File: src/rtl/rxq_pkg.sv
package rxq_pkg;
  typedef struct packed {
    logic flush;   // empty queue and holding stage
    logic moveSh;  // holding stage -> queue tail
    logic loadSh;  // frameData -> holding stage
    logic popHead; // retire the oldest entry
  } dpStrobe_t;
endpackage

File: src/rtl/rxq_ctrl.sv
module rxq_ctrl
  import rxq_pkg::*;
#(
  parameter int DEPTH = 4,
  localparam int CW = $clog2(DEPTH + 1),
  localparam int EW = $clog2(DEPTH + 2)
) (
  input  logic      clk,
  input  logic      rstN,
  input  logic      frameDone,
  input  logic      popReq,
  input  logic      clearReq,
  input  logic      ovfClear,
  input  logic      txUnderflowEvt,
  input  logic      underflowClear,
  input  logic      drainEn,
  input  logic      drainToDma,
  input  logic      ovfIntEn,
  input  logic      underflowIntEn,
  input  logic      overwriteEn,
  input  logic      moduleOff,
  output dpStrobe_t strobes,
  output logic      fifoEmpty,
  output logic [EW-1:0] entryCount,
  output logic      ovfFlag,
  output logic      underflowFlag,
  output logic      drainDma,
  output logic      drainIrq,
  output logic      ovfIrq,
  output logic      underflowIrq
);
  logic [CW-1:0] fifoCnt;
  logic shHold;
  logic active, fifoFull, flush, moveSh, popOk, frameOk, ovfEvt, loadSh;

  assign active   = !moduleOff;
  assign fifoFull = (fifoCnt == CW'(DEPTH));
  assign flush    = active && clearReq;
  assign moveSh   = active && !flush && shHold && !fifoFull;
  assign popOk    = active && !flush && popReq && (fifoCnt != '0);
  assign frameOk  = active && !flush && frameDone;
  assign ovfEvt   = frameOk && shHold && fifoFull;
  assign loadSh   = frameOk && (!shHold || moveSh || overwriteEn);

  assign strobes = '{flush: flush, moveSh: moveSh, loadSh: loadSh, popHead: popOk};

  always_ff @(posedge clk or negedge rstN) begin
    if (!rstN) begin
      fifoCnt <= '0;
      shHold  <= 1'b0;
    end else if (flush) begin
      fifoCnt <= '0;
      shHold  <= 1'b0;
    end else begin
      fifoCnt <= fifoCnt + CW'(moveSh) - CW'(popOk);
      if (loadSh)      shHold <= 1'b1;
      else if (moveSh) shHold <= 1'b0;
    end
  end

  always_ff @(posedge clk or negedge rstN) begin
    if (!rstN) begin
      ovfFlag       <= 1'b0;
      underflowFlag <= 1'b0;
    end else begin
      if (ovfEvt)        ovfFlag <= 1'b1;
      else if (ovfClear) ovfFlag <= 1'b0;
      if (txUnderflowEvt)      underflowFlag <= 1'b1;
      else if (underflowClear) underflowFlag <= 1'b0;
    end
  end

  assign fifoEmpty    = (fifoCnt == '0);
  assign entryCount   = EW'(fifoCnt) + EW'(shHold);
  assign drainDma     = drainEn && !fifoEmpty && drainToDma;
  assign drainIrq     = drainEn && !fifoEmpty && !drainToDma;
  assign ovfIrq       = ovfFlag && ovfIntEn;
  assign underflowIrq = underflowFlag && underflowIntEn;


  count_cap_chk: assert property (@(posedge clk) disable iff (!rstN)
    entryCount <= EW'(DEPTH + 1));


  ovf_set_chk: assert property (@(posedge clk) disable iff (!rstN)
    (frameDone && !moduleOff && !clearReq && shHold && fifoFull) |=> ovfFlag);


  ovf_sticky_chk: assert property (@(posedge clk) disable iff (!rstN)
    (ovfFlag && !ovfClear) |=> ovfFlag);


  frozen_chk: assert property (@(posedge clk) disable iff (!rstN)
    moduleOff |=> $stable(entryCount));


  empty_pop_chk: assert property (@(posedge clk) disable iff (!rstN)
    (popReq && fifoEmpty && !shHold && !frameDone) |=> (entryCount == '0));
endmodule

File: src/rtl/rxq_data.sv
module rxq_data
  import rxq_pkg::*;
#(
  parameter int DEPTH = 4,
  parameter int WIDTH = 16,
  localparam int PW = $clog2(DEPTH)
) (
  input  logic             clk,
  input  logic             rstN,
  input  dpStrobe_t        strobes,
  input  logic [WIDTH-1:0] frameData,
  input  logic             fifoEmpty,
  output logic [WIDTH-1:0] popData
);
  logic [WIDTH-1:0] mem [DEPTH];
  logic [WIDTH-1:0] shData;
  logic [PW-1:0] wrPtr, rdPtr;

  always_ff @(posedge clk or negedge rstN) begin
    if (!rstN) begin
      wrPtr  <= '0;
      rdPtr  <= '0;
      shData <= '0;
    end else if (strobes.flush) begin
      wrPtr <= '0;
      rdPtr <= '0;
    end else begin
      if (strobes.moveSh)  wrPtr <= wrPtr + PW'(1);
      if (strobes.popHead) rdPtr <= rdPtr + PW'(1);
      if (strobes.loadSh)  shData <= frameData;
    end
  end

  always_ff @(posedge clk) begin
    if (strobes.moveSh && !strobes.flush) mem[wrPtr] <= shData;
  end

  assign popData = fifoEmpty ? '0 : mem[rdPtr];


  flush_ptr_chk: assert property (@(posedge clk) disable iff (!rstN)
    strobes.flush |=> (wrPtr == rdPtr));


  idle_ptr_chk: assert property (@(posedge clk) disable iff (!rstN)
    (!strobes.moveSh && !strobes.flush) |=> $stable(wrPtr));
endmodule

File: src/rtl/spi_rx_queue.sv
module spi_rx_queue
  import rxq_pkg::*;
#(
  parameter int DEPTH = 4,
  parameter int WIDTH = 16,
  localparam int EW = $clog2(DEPTH + 2)
) (
  input  logic             clk,
  input  logic             rstN,
  input  logic             frameDone,
  input  logic [WIDTH-1:0] frameData,
  input  logic             popReq,
  input  logic             clearReq,
  input  logic             ovfClear,
  input  logic             txUnderflowEvt,
  input  logic             underflowClear,
  input  logic             drainEn,
  input  logic             drainToDma,
  input  logic             ovfIntEn,
  input  logic             underflowIntEn,
  input  logic             overwriteEn,
  input  logic             moduleOff,
  output logic [WIDTH-1:0] popData,
  output logic [EW-1:0]    entryCount,
  output logic             ovfFlag,
  output logic             underflowFlag,
  output logic             drainDma,
  output logic             drainIrq,
  output logic             ovfIrq,
  output logic             underflowIrq
);
  dpStrobe_t strobes;
  logic fifoEmpty;

  rxq_ctrl #(.DEPTH(DEPTH)) u_ctrl (
    .clk, .rstN, .frameDone, .popReq, .clearReq, .ovfClear,
    .txUnderflowEvt, .underflowClear, .drainEn, .drainToDma,
    .ovfIntEn, .underflowIntEn, .overwriteEn, .moduleOff,
    .strobes, .fifoEmpty, .entryCount, .ovfFlag, .underflowFlag,
    .drainDma, .drainIrq, .ovfIrq, .underflowIrq
  );

  rxq_data #(.DEPTH(DEPTH), .WIDTH(WIDTH)) u_data (
    .clk, .rstN, .strobes, .frameData, .fifoEmpty, .popData
  );
endmodule

File: config.mk
export PLATFORM = sky130hd
export DESIGN_NAME = spi_rx_queue
export DESIGN_NICKNAME = d
export VERILOG_FILES = /design/src/rtl/rxq_pkg.sv /design/src/rtl/rxq_ctrl.sv /design/src/rtl/rxq_data.sv /design/src/rtl/spi_rx_queue.sv
export SDC_FILE = /design/constraint.sdc
export NUM_CORES = 1
export LEC_CHECK = 0
export CAP_MARGIN = 5
export CORE_MARGIN = 2
export CORE_UTILIZATION = 50
export CTS_CLUSTER_DIAMETER = 150
export DETAILED_ROUTE_END_ITERATION = 16
export GPL_TIMING_DRIVEN = 1
export PLACE_DENSITY_LB_ADDON = 0.08
export SLEW_MARGIN = 0
export SYNTH_ARGS = -nofsm -noshare
export SYNTH_HDL_FRONTEND = slang
export SYNTH_SLANG_ARGS = --single-unit
File: constraint.sdc
create_clock -name clk -period 4.47 [get_ports clk]
set_input_delay 0.894 -clock clk [delete_from_list [all_inputs] [get_ports clk]]
set_output_delay 0.894 -clock clk [all_outputs]
set_load 0.02 [all_outputs]
==> results.py <==
metrics = {
    "synth": {
        "ys_ff_latch": 90,
        "synth.distinct_cells": 40,
        "synth.net_count": 249,
        "synth.yosys.seq_area_share": 0.682,
        "syn-cell-area_um2": 3770,
        "mean_cell_area_of_the_mapped_netlist_um2": 17.9,
        "synth_enable_flop_cells": 64,
        "ys_async_sr_fraction": 0.289,
        "synthesized_instance_count": 211,
        "synth.yosys.warnings": 0,
        "yosys_most_used_dff": "sky130_fd_sc_hd__edfxtp_1",
    },
    "cts": {
        "cts_post_setup_buffers_inserted": 0,
        "cts_buffer_depth": 2,
        "path_clk_slew_ns": 0.09,
        "cts_made_buffers": 9,
        "cts_resized": 0,
        "cts.htree.levels": 3,
        "ctsHoldBuffers": 0,
        "root_cell_of_the_clock_tree": "sky130_fd_sc_hd__clkbuf_8",
        "cts_tree": "built",
        "clkSinkCount": 90,
        "insertion_delay_ns": 0.34,
    },
    "worst_setup_path": {
        "crit_arrival_ns": 2.65,
        "maximum_fanout_encountered_on_the_critical_timing_path": 13,
        "setup_crit_path_kind": "register to primary output",
        "worst_path_max_stage_delay_ns": 0.77,
        "critical_path.startpoint_type": "register",
        "cells_along_the_critical_path": "buf_4, mux4_2, and2_1, clkdlybuf4s50_1",
        "critical_path_required_ns": 3.58,
        "endpoint_kind": "primary output",
        "crit_path_slowest_cell": "sky130_fd_sc_hd__dfrtp_1",
    },
    "finish": {
        "final_cell_mix": "sky130_fd_sc_hd__edfxtp_1, sky130_fd_sc_hd__clkdlybuf4s50_1, sky130_fd_sc_hd__dfrtp_1, sky130_fd_sc_hd__and2_1, sky130_fd_sc_hd__mux4_2",
        "design.final.nets": 306,
        "area_growth_syn_to_layout_pct": 21.5,
        "post_route_cells_drive_above_1_share": 0.198,
        "n_antenna_cell": 0,
        "layout_commonest_cell": "sky130_fd_sc_hd__edfxtp_1",
        "final_cell_count_no_fill": 372,
    },
    "global_routing": {
        "track_usage": 0.163,
        "grt_pass1_vias": 1941,
        "gr-total-overflow": 0,
        "grt_antenna_before_repair": 0,
        "wire_length_of_the_first_global_routing_pass_mm": 10.0,
        "largest_net_degree_at_the_start_of_global_routing": 22,
    },
    "drt": {
        "wire_per_inst_um": 16.7,
        "wl_mm": 6.21,
        "avg_vias_per_cell": 5.14,
        "ant_nets": 0,
        "drt_first_pass_iters": 4,
        "detail_route.iter0.violations": 68,
        "drc_errors_left": 0,
        "routed-via-count": 1913,
    },
    "sta": {
        "hold_viol_final": 0,
        "rsz0062_at_grt": "false",
        "fin_setup_tns_ns": 0,
        "setup_viol_count_final": 0,
        "max_freq_mhz": 282,
        "max_slew_violation_count": 0,
        "final_cycle_utilization_of_the_critical_path": 0.793,
        "fin_crit_ns": 3.55,
        "worstMarginPinSlew_ns": 1.05,
        "post_route_clock_skew_ns": 0.00715,
        "relSlewSlack": 0.299,
    },
    "place": {
        "numPlacedInstances": 356,
        "place_hpwl_mm": 3.96,
        "gp_congestion": 0.805,
        "port_buffers": 54,
    },
    "hold_path": {
        "hp-class": "register to register",
    },
    "power": {
        "worst_ir_drop_vdd_v": 0.000253,
        "power.switching_fraction": 0.305,
        "power_density_nw_per_um2": 531,
        "net-switching-power_uw": 743,
        "share_comb_of_total_power": 0.328,
        "power.share.sequential": 0.453,
        "p_clk_frac": 0.219,
        "cell_internal_pwr_uw": 1690,
        "p_leak_uw": 0.00167,
    },
    "floorplanning": {
        "io_pins": 55,
        "die_h_um": 90.8,
        "core_area_um2": 7290,
        "core.rowCount": 31,
        "die_area_um2": 8250,
        "initial_utilization": 0.517,
        "die_w_um": 90.8,
    },
    "outcome": {
        "run_status": "finished, final reports clean",
    },
    "flow_run": {
        "max_cap_viol_count": 0,
    },
}
stage by stage:
step,hold slack (ns),utilization,power [µW],setup WS [ns],cell area (µm²)
finish,0.524,0.628,2430,0.924,4580
global route,0.554,0.628,2570,0.740,4580
CTS,0.528,0.628,2460,0.844,4580
detailed placement,0.507,0.602,1930,1.02,4390
global placement,0.488,0.602,1920,1.13,4390
floorplan,0.471,-,1600,1.67,3770
power groups by stage:
stage                     sequential, µW  clock [µW]  combinational [µW]
after floorplan                     1070           0                 530
after global placement              1120           0                 801
after detailed placement            1120           0                 809
after CTS                           1100         545                 812
after global routing                1120         590                 862
final                               1100         533                 797
layout make-up:
| cell class | instances | area [µm²] |
|---|---|---|
| tap | 99 | 124 |
| multi-input combinational | 104 | 1110 |
| inverter | 7 | 26.3 |
| clock buffer | 9 | 124 |
| clock inverter | 7 | 68.8 |
| sequential | 90 | 2570 |
| fill | 569 | 2710 |
| timing repair buffer | 56 | 556 |
final timing paths:
check,startpoint,endpoint,slack (ns),cells past startpoint
worst min register to register,u_ctrl.underflowFlag$_DFFE_PN0P_,u_ctrl.underflowFlag$_DFFE_PN0P_,0.52,1
worst min-delay path,u_ctrl.underflowFlag$_DFFE_PN0P_,u_ctrl.underflowFlag$_DFFE_PN0P_,0.52,1
worst max-delay path,u_data.rdPtr[0]$_DFFE_PN0P_,popData[2],0.92,4
min in group asynchronous,rstN,u_data.shData[1]$_DFFE_PN0P_,1.12,1
worst max register to register,u_ctrl.fifoCnt[2]$_DFF_PN0_,u_ctrl.fifoCnt[2]$_DFF_PN0_,1.31,10
max in group asynchronous,rstN,u_data.wrPtr[0]$_DFFE_PN0P_,2.67,2
routing by layer:
| layer | routed length, µm | global-route usage | vias to the layer above |
|---|---|---|---|
| met4 | 57 | 0.0758 | 0 |
| met1 | 2730 | 0.209 | 964 |
| met2 | 3230 | 0.268 | 30 |
| met3 | 183 | 0.0351 | 6 |
| li1 | - | - | 913 |
| met5 | 0 | 0 | - |
synth_stat cells (all sizes together), types with 3 or more instances:
library cell | count | area [µm²]
buf | 7 | 50.1
dfrtp | 26 | 651
and3 | 5 | 31.3
nand2 | 7 | 26.3
mux4 | 16 | 360
o21ai | 3 | 15.0
nor3 | 3 | 15.0
ha | 7 | 87.6
and2 | 20 | 128
mux2 | 16 | 218
edfxtp | 64 | 1920
clkbuf | 3 | 12.5
inv | 7 | 26.3
sequential cells by signal, indices dropped and copies added (netlist names):
signal and flops:
u_data.mem 64, u_data.shData 16, u_ctrl.fifoCnt 3, u_data.rdPtr 2
u_data.wrPtr 2, u_ctrl.ovfFlag 1, u_ctrl.shHold 1, u_ctrl.underflowFlag 1
cell families after synthesis:
family          count (synthesis)  share of synthesized area
buf+inv                        17                     0.0236
mux                            33                      0.156
flops                          90                      0.682
xor+xnor                        3                    0.00697
simple gates                   48                     0.0783
compound gates                 12                     0.0246
fa+ha+maj                       8                     0.0285
worst max-delay path, delay by kind of cell (launching register included):
kind                   cells  cell delay, ns
buffers and inverters      2            0.86
DFF                        1            0.77
muxes                      1            0.51
and+or+nand+nor            1            0.17
Power figures use the tool's default switching activity.
